File: src/rtl/ffn_seq_pkg.sv
package ffn_seq_pkg;

    typedef enum logic [2:0] {
        ST_IDLE,
        ST_LOAD,
        ST_HIDDEN,
        ST_OUTPUT,
        ST_RESULT
    } seq_state_t;

    function automatic int max3(input int a, input int b, input int c);
        int m;
        m = (a > b) ? a : b;
        return (m > c) ? m : c;
    endfunction

endpackage

File: src/rtl/ffn_phase_counter.sv
module ffn_phase_counter #(
    parameter int CW = 3
) (
    input  logic          clk,
    input  logic          rst_n,
    input  logic          clear,
    output logic [CW-1:0] count
);

    always_ff @(posedge clk or negedge rst_n) begin
        if (!rst_n)
            count <= '0;
        else if (clear)
            count <= '0;
        else
            count <= count + CW'(1);
    end

endmodule

File: src/rtl/ffn_onehot_sel.sv
module ffn_onehot_sel #(
    parameter int N  = 5,
    parameter int CW = 3
) (
    input  logic          en,
    input  logic [CW-1:0] idx,
    output logic [N-1:0]  sel
);

    for (genvar i = 0; i < N; i++) begin : g_bit
        assign sel[i] = en && (int'(idx) == i);
    end

endmodule

File: src/rtl/ffn_addr_gen.sv
module ffn_addr_gen #(
    parameter int N_IN    = 3,
    parameter int ACT_LAT = 1,
    parameter int CW      = 3,
    parameter int AW      = 3
) (
    input  logic          hid_en,
    input  logic          out_en,
    input  logic [CW-1:0] step,
    output logic [AW-1:0] addr
);

    // Lower codes: input RAM and hidden weights; upper codes: output weights.
    always_comb begin
        if (hid_en)
            addr = AW'(int'(step));
        else if (out_en)
            addr = AW'(N_IN + int'(step) - ACT_LAT);
        else
            addr = '0;
    end

endmodule

File: src/rtl/ffn_sequencer.sv
module ffn_sequencer
    import ffn_seq_pkg::*;
#(
    parameter  int N_IN    = 3,
    parameter  int N_HID   = 5,
    parameter  int N_OUT   = 1,
    parameter  int ACT_LAT = 1,
    localparam int ADDR_W  = $clog2(N_IN + N_HID)
) (
    input  logic              clk,
    input  logic              rst_n,
    input  logic              start,
    output logic              bias_load,
    output logic              hid_en,
    output logic              out_en,
    output logic [N_HID-1:0]  hid_osel,
    output logic [N_OUT-1:0]  out_osel,
    output logic [ADDR_W-1:0] addr,
    output logic              done
);

    localparam int LEN_OUT = N_HID + ACT_LAT;
    localparam int LEN_RES = N_OUT + ACT_LAT;
    localparam int LEN_MAX = max3(N_IN, LEN_OUT, LEN_RES);
    localparam int CW      = $clog2(LEN_MAX + 1);

    seq_state_t    state, state_nx;
    logic [CW-1:0] cnt;
    int            phase_len;
    logic          phase_last;
    logic          hsel_en, osel_en;

    // Length of the current phase in cycles.
    always_comb begin
        unique case (state)
            ST_HIDDEN: phase_len = N_IN;
            ST_OUTPUT: phase_len = LEN_OUT;
            ST_RESULT: phase_len = LEN_RES;
            default:   phase_len = 1;
        endcase
    end

    assign phase_last = (int'(cnt) == phase_len - 1);

    ffn_phase_counter #(.CW(CW)) u_cnt (
        .clk   (clk),
        .rst_n (rst_n),
        .clear (phase_last),
        .count (cnt)
    );

    // State register.
    always_ff @(posedge clk or negedge rst_n) begin
        if (!rst_n)
            state <= ST_IDLE;
        else
            state <= state_nx;
    end

    always_comb begin
        state_nx = state;
        unique case (state)
            ST_IDLE:   if (start)      state_nx = ST_LOAD;
            ST_LOAD:                   state_nx = ST_HIDDEN;
            ST_HIDDEN: if (phase_last) state_nx = ST_OUTPUT;
            ST_OUTPUT: if (phase_last) state_nx = ST_RESULT;
            ST_RESULT: if (phase_last) state_nx = ST_IDLE;
            default:                   state_nx = ST_IDLE;
        endcase
    end

    // Output decode.
    always_comb begin
        bias_load = 1'b0;
        hid_en    = 1'b0;
        out_en    = 1'b0;
        hsel_en   = 1'b0;
        osel_en   = 1'b0;
        done      = 1'b0;
        unique case (state)
            ST_LOAD:   bias_load = 1'b1;
            ST_HIDDEN: hid_en    = 1'b1;
            ST_OUTPUT: begin
                hsel_en = (int'(cnt) < N_HID);
                out_en  = (int'(cnt) >= ACT_LAT);
            end
            ST_RESULT: begin
                osel_en = (int'(cnt) < N_OUT);
                done    = phase_last;
            end
            default: ;
        endcase
    end

    ffn_onehot_sel #(.N(N_HID), .CW(CW)) u_hsel (
        .en  (hsel_en),
        .idx (cnt),
        .sel (hid_osel)
    );

    ffn_onehot_sel #(.N(N_OUT), .CW(CW)) u_osel (
        .en  (osel_en),
        .idx (cnt),
        .sel (out_osel)
    );

    ffn_addr_gen #(.N_IN(N_IN), .ACT_LAT(ACT_LAT), .CW(CW), .AW(ADDR_W)) u_addr (
        .hid_en (hid_en),
        .out_en (out_en),
        .step   (cnt),
        .addr   (addr)
    );

endmodule

File: config.mk
export PLATFORM = sky130hd
export DESIGN_NAME = ffn_sequencer
export DESIGN_NICKNAME = d
export VERILOG_FILES = /design/src/rtl/ffn_seq_pkg.sv /design/src/rtl/ffn_phase_counter.sv /design/src/rtl/ffn_onehot_sel.sv /design/src/rtl/ffn_addr_gen.sv /design/src/rtl/ffn_sequencer.sv
export SDC_FILE = /design/constraint.sdc
export NUM_CORES = 1
export LEC_CHECK = 0
export CORE_AREA = 2 2 39 41
export CTS_CLUSTER_SIZE = 20
export DETAILED_ROUTE_END_ITERATION = 16
export DIE_AREA = 0 0 41 43
export DONT_BUFFER_PORTS = 1
export PLACE_DENSITY = 0.65
export SYNTH_ARGS = -nofsm -noshare
export SYNTH_HDL_FRONTEND = slang
export SYNTH_SLANG_ARGS = --single-unit
File: constraint.sdc
create_clock -name clk -period 2.7 [get_ports clk]
set_input_delay 0.27 -clock clk [delete_from_list [all_inputs] [get_ports clk]]
set_output_delay 0.27 -clock clk [all_outputs]
set_load 0.01 [all_outputs]
==> impl_metrics.ini, run 1 <==
[placed_design]
place_congestion = 0.688
hpwl_um = 900
dp.cells = 86
dpl_cell_area_um2 = 631
io_buffers = 0
pre_cts_ws_ps = 810

[routing]
drt-initial-drc-count = 9
vias = 508
detail-route-antenna-nets = 0
wire_per_inst_um = 12.7
drt_pass1_iterations = 4
drc = 0
wl_um = 1140
via_per_inst = 5.64

[clocking]
htreeDepth = 1
cts_buffer_depth = 2
cts_setup_buffers = 0
cts.sinks = 6
cts_made_buffers = 3
clockRootBuffer = clkbuf_4
insertion_delay_ps = 230
path_clk_slew_ps = 40
cts_tree = built

[min_path]
hold_path.class = in2async

[yosys]
avgSynthCellArea_um2 = 8.74
ys_seq_elements = 6
syn_nets = 87
synthCells = 76
syn_area_um2 = 664
yosysWarnings = 0
synth_cell_types = 33
ys_seq_area_share_pct = 22.6

[sta]
fin_crit_ps = 2160
grt_setup_unrepaired = no
max_freq_mhz = 463
fin_crit_sh_pct = 79.9
setup_viol_count_final = 0
worstMarginPinSlew_ps = 437
finalMaxSlewViolations = 0
setup_ws_ps = 542
holdWs_ps = 336
slew_headroom_pct = 70.9
hold_viol = 0
clock_skew_ps = 0.0536
totalNegativeSetupSlack_ps = 0

[finish]
final_area_um2 = 663
layout-drive-gt1-share_pct = 20.3
nFillCells = 144
layout_common_cells = ha_1, nor2_1, nand2_1, dfrtp_1, nor3_1
nNetsFinal = 87
antenna_cells = 0
layout_commonest_cell = ha_1
area_growth_pct = -0.188
final_cells = 90

[die]
die_area_um2 = 1760
rows = 14
dieHeight_um = 43
core_area_um2 = 1380
pin_count = 16
initial_core_util_pct = 48.0
die-width_um = 41

[pwr]
power_leakage_nw = 0.299
p_per_area_nw_per_um2 = 1290
irDropWorstVdd_mv = 0.571

[global_route]
grt-ovfl-total = 0
grt_first_pass_wirelength_um = 1760
grt_pass1_vias = 415
track_usage_pct = 14.8
antenna_found_initial = 0
grt_max_degree = 14

[setup_path]
crit_arrival_ps = 1890
slowest_stage = dfrtp_1
reg2reg_to = u_cnt.count[1]
crit_path_end_kind = output port
crit_chain = inv_1 -> ha_1 -> nand2b_1 -> o21ai_1 -> mux2_2 -> nor2_1
worstSetupPathType = reg2out
regToRegSetupSlack_ps = 1270
cp_slowest_stage_delay_ps = 550
cp_max_fo = 12
required_ps = 2430
reg2regPathDepth = 4
crit_path_start_kind = register
reg2reg_from = u_cnt.count[2]

[run_status]
outcome = complete, no violations

[run]
maxCapViolCount = 0
through the flow:
stage               power (mW)  util [%]
floorplan                0.751         -
global placement         0.780      45.6
detailed placement       0.782      45.6
CTS                      0.866      47.9
global route             0.953      47.9
finish                   0.855      47.9
layer usage:
layer,up-vias,track usage [%],part of all wire (%)
met5,-,0,0
met4,0,10.0,0.52
met3,2,1.57,3.5
met2,10,23.1,49
met1,233,18.0,47
li1,263,-,-
area by class of cell:
| type | instances | area, um2 | area share, % |
|---|---|---|---|
| clock buffers | 3 | 22.5 | 3.40 |
| multi-input cells | 59 | 442 | 66.6 |
| repair buffers | 1 | 10.0 | 1.51 |
| flip-flops and latches | 6 | 150 | 22.6 |
| well taps | 16 | 20.0 | 3.02 |
| inverters | 5 | 18.8 | 2.83 |
cell families after synthesis:
logic type | after synthesis | synth area share (%)
simple gates | 33 | 26.6
compound gates | 17 | 23.2
buf+inv | 11 | 10.9
fa+ha+maj | 8 | 15.1
flops | 6 | 22.6
mux | 1 | 1.69
critical path: cells and delay by family (launching register included):
family,cells,cell delay [ps]
compound gates,1,90
buf+inv,1,220
fa+ha+maj,1,220
simple gates,2,270
mux,1,290
flops,1,550
worst max path at each step:
stage	from	endpoint	slack, ps	depth (start not counted)
2_1_floorplan	u_cnt.count[1]	hid_osel[0]	1040	4
3_3_place_gp	u_cnt.count[1]	hid_osel[4]	840	4
3_5_place_dp	u_cnt.count[2]	addr[1]	810	6
4_1_cts	u_cnt.count[2]	addr[1]	550	6
5_1_grt	u_cnt.count[2]	addr[1]	390	6
6_report	u_cnt.count[2]	addr[1]	540	6
what timing repair did:
action | 4_1_cts | 5_1_grt
hold buffers | 1 | 0
endpoints found under the hold margin | 6 | 0
resized for setup | 0 | 0
power by group:
| group | leakage, nW | total [mW] | switching [mW] | internal [mW] |
|---|---|---|---|---|
| combinational | 0.213 | 0.517 | 0.289 | 0.228 |
| clock | 0.0138 | 0.0759 | 0.0260 | 0.0498 |
| sequential | 0.0722 | 0.262 | 0.129 | 0.133 |
flip-flops by register name, summed over array words and instances (netlist names):
signal	count
u_cnt.count	3
state	3
Yosys cell counts:
master     n  share of area [%]
o21ai_1    1               0.75
o211a_1    2                3.0
dfrtp_1    6                 23
inv_1      4                2.3
or3_4      1                1.7
nor3b_1    1                1.1
mux2_2     1                1.7
o22ai_1    1               0.94
buf_4      2                2.3
nor2_1     7                4.0
or3_1      1               0.94
o21ai_2    2                2.6
o22a_2     1                1.5
nor3_1     5                3.8
a2111oi_4  1                4.1
a211oi_1   1                1.1
a31o_2     1                1.3
a21oi_1    3                2.3
nand2_1    6                3.4
a22oi_2    1                1.9
o21ai_0    1               0.75
and2_1     2                1.9
nand2b_2   1                1.3
nand2b_1   2                1.9
a311oi_1   1                1.3
nand2_2    1               0.94
ha_1       8                 15
inv_2      1               0.56
o21ba_2    1                1.5
buf_6      3                5.1
nor2b_1    3                2.8
buf_2      1               0.75
and3_1     3                2.8
(Power assumes the default switching activity.)
==> run 2, diff against run 1 <==
==> constraint.sdc (replaced) <==
create_clock -name clk -period 2.1 [get_ports clk]
set_input_delay 0.21 -clock clk [delete_from_list [all_inputs] [get_ports clk]]
set_output_delay 0.21 -clock clk [all_outputs]
set_load 0.01 [all_outputs]
==> impl_metrics.ini, run 2 (same netlist as run 1, synthesis figures left out) <==
[pwr]
irDropWorstVdd_mv = 0.683
share_seq_of_total_power_pct = 21.8
p_int_uw = 590
clkPwrFrac_pct = 8.3
swShare_pct = 50.5
power_frac_comb_pct = 69.9
power.net_switching_uw = 602
p_per_area_nw_per_um2 = 1700
power_leakage_nw = 0.323

[global_route]
grt_first_pass_wirelength_um = 1870
grt-ovfl-total = 0
antenna_found_initial = 0
track_usage_pct = 15.8
grtUsageMet2_pct = 22.5
grt_busiest_layer = met2
use_met3_pct = 3.14
grt_max_degree = 13
grtUsageMet1_pct = 20.9
grt_pass1_vias = 433

[sta]
clock_skew_ps = 1.51
holdWs_ps = 272
setup_viol_count_final = 0
totalNegativeSetupSlack_ps = 0
fin_crit_ps = 1930
max_freq_mhz = 517
finalMaxSlewViolations = 0
worstMarginPinSlew_ps = 383
slew_headroom_pct = 74.3
fin_crit_sh_pct = 92.1
hold_viol = 0
grt_setup_unrepaired = no

[routing]
wire_per_inst_um = 14.3
wl_um = 1360
drt-initial-drc-count = 5
vias = 540
drc = 0
via_per_inst = 5.68
drt_pass1_iterations = 4
detail-route-antenna-nets = 0

[setup_path]
required_ps = 1890
cp_slowest_stage_delay_ps = 440
critPathBufInv = 1
worstSetupPathDepth = 4
crit_family = compound AO/OA/AOI/OAI gates
crit_path_end_kind = output port
reg2regPathDepth = 6
worstSetupPathType = reg2out
crit_arrival_ps = 1720
cp_max_fo = 5
crit_chain = buf_4 -> ha_1 -> a2111oi_4 -> and3_1
slowest_stage = a2111oi_4
crit_path_start_kind = register

[clocking]
cts_made_buffers = 3
htreeDepth = 1
cts.sinks = 6
insertion_delay_ps = 240
cts_buffer_depth = 2
path_clk_slew_ps = 40
cts_tree = built
clockRootBuffer = clkbuf_4

[die]
core_area_um2 = 1380
dieHeight_um = 43
die-width_um = 41
die_area_um2 = 1760
rows = 14
pin_count = 16
initial_core_util_pct = 48.0

[placed_design]
place_congestion = 0.743
hpwl_um = 980
io_buffers = 0
dp.cells = 89

[finish]
regArea_um2 = 151
layout-drive-gt1-share_pct = 26.6
multi_input_area_um2 = 442
fin_util_pct = 50.7
antenna_cells = 0
largest_registers = state: 3 flops, u_cnt.count: 3 flops
final_cells = 95
nNetsFinal = 92
layout_common_cells = ha_1, nor2_1, nand2_1
area_growth_pct = 5.65
layout_commonest_cell = ha_1
nFillCells = 137

[run]
maxCapViolCount = 0

[run_status]
outcome = complete, no violations

[min_path]
hold_path.class = in2async
[run 2: cell count changes in the layout (fill, tap and decap cells not counted), sizes merged]
| cell | change |
|---|---|
| buf | +5 |
[run 2: power by group through the flow]
stage / Combinational (mW) / Sequential (mW) / Clock, mW
global placement: 0.773 / 0.273 / 0
global route: 0.946 / 0.268 / 0.119
floorplan: 0.746 / 0.219 / 0
detailed placement: 0.781 / 0.275 / 0
finish: 0.832 / 0.260 / 0.0990
CTS: 0.785 / 0.273 / 0.106
[run 2: routing by layer]
metal  up-vias  routed length (um)
li1        274                   -
met1       250                 597
met2        12                 693
met3         4                  35
met4         0                  29
met5         -                   0
[run 2: layout make-up]
type,count,share of cell area [%]
well taps,16,2.85
clock buffers,3,3.21
repair buffers,6,6.77
flip-flops and latches,6,21.6
multi-input cells,59,62.9
inverters,5,2.67
[run 2: worst paths after layout]
path / start / end / slack [ps]
setup / recovery: u_cnt.count[2] / hid_osel[4] / 170
hold / removal: rst_n / state[0] / 270
setup reg to reg: u_cnt.count[2] / u_cnt.count[2] / 510
hold reg to reg: state[0] / state[0] / 670
max in group asynchronous: rst_n / u_cnt.count[2] / 1610
min in group clk: start / state[0] / 440
[run 2: metrics by stage]
step	power, mW	worst slack [ps]	instance area, um2
final	1.19	165	702
after global routing	1.33	66.2	702
after CTS	1.16	36.9	686
after detailed placement	1.06	308	653
after global placement	1.05	346	653
after floorplan	0.966	499	664
[run 2: timing repair]
action / in CTS / in global routing
hold endpoints to repair: 6 / 0
gates resized for setup: 0 / 1
buffers inserted: 0 / 2
setup endpoints to repair: 0 / 2
hold buffers: 1 / 0
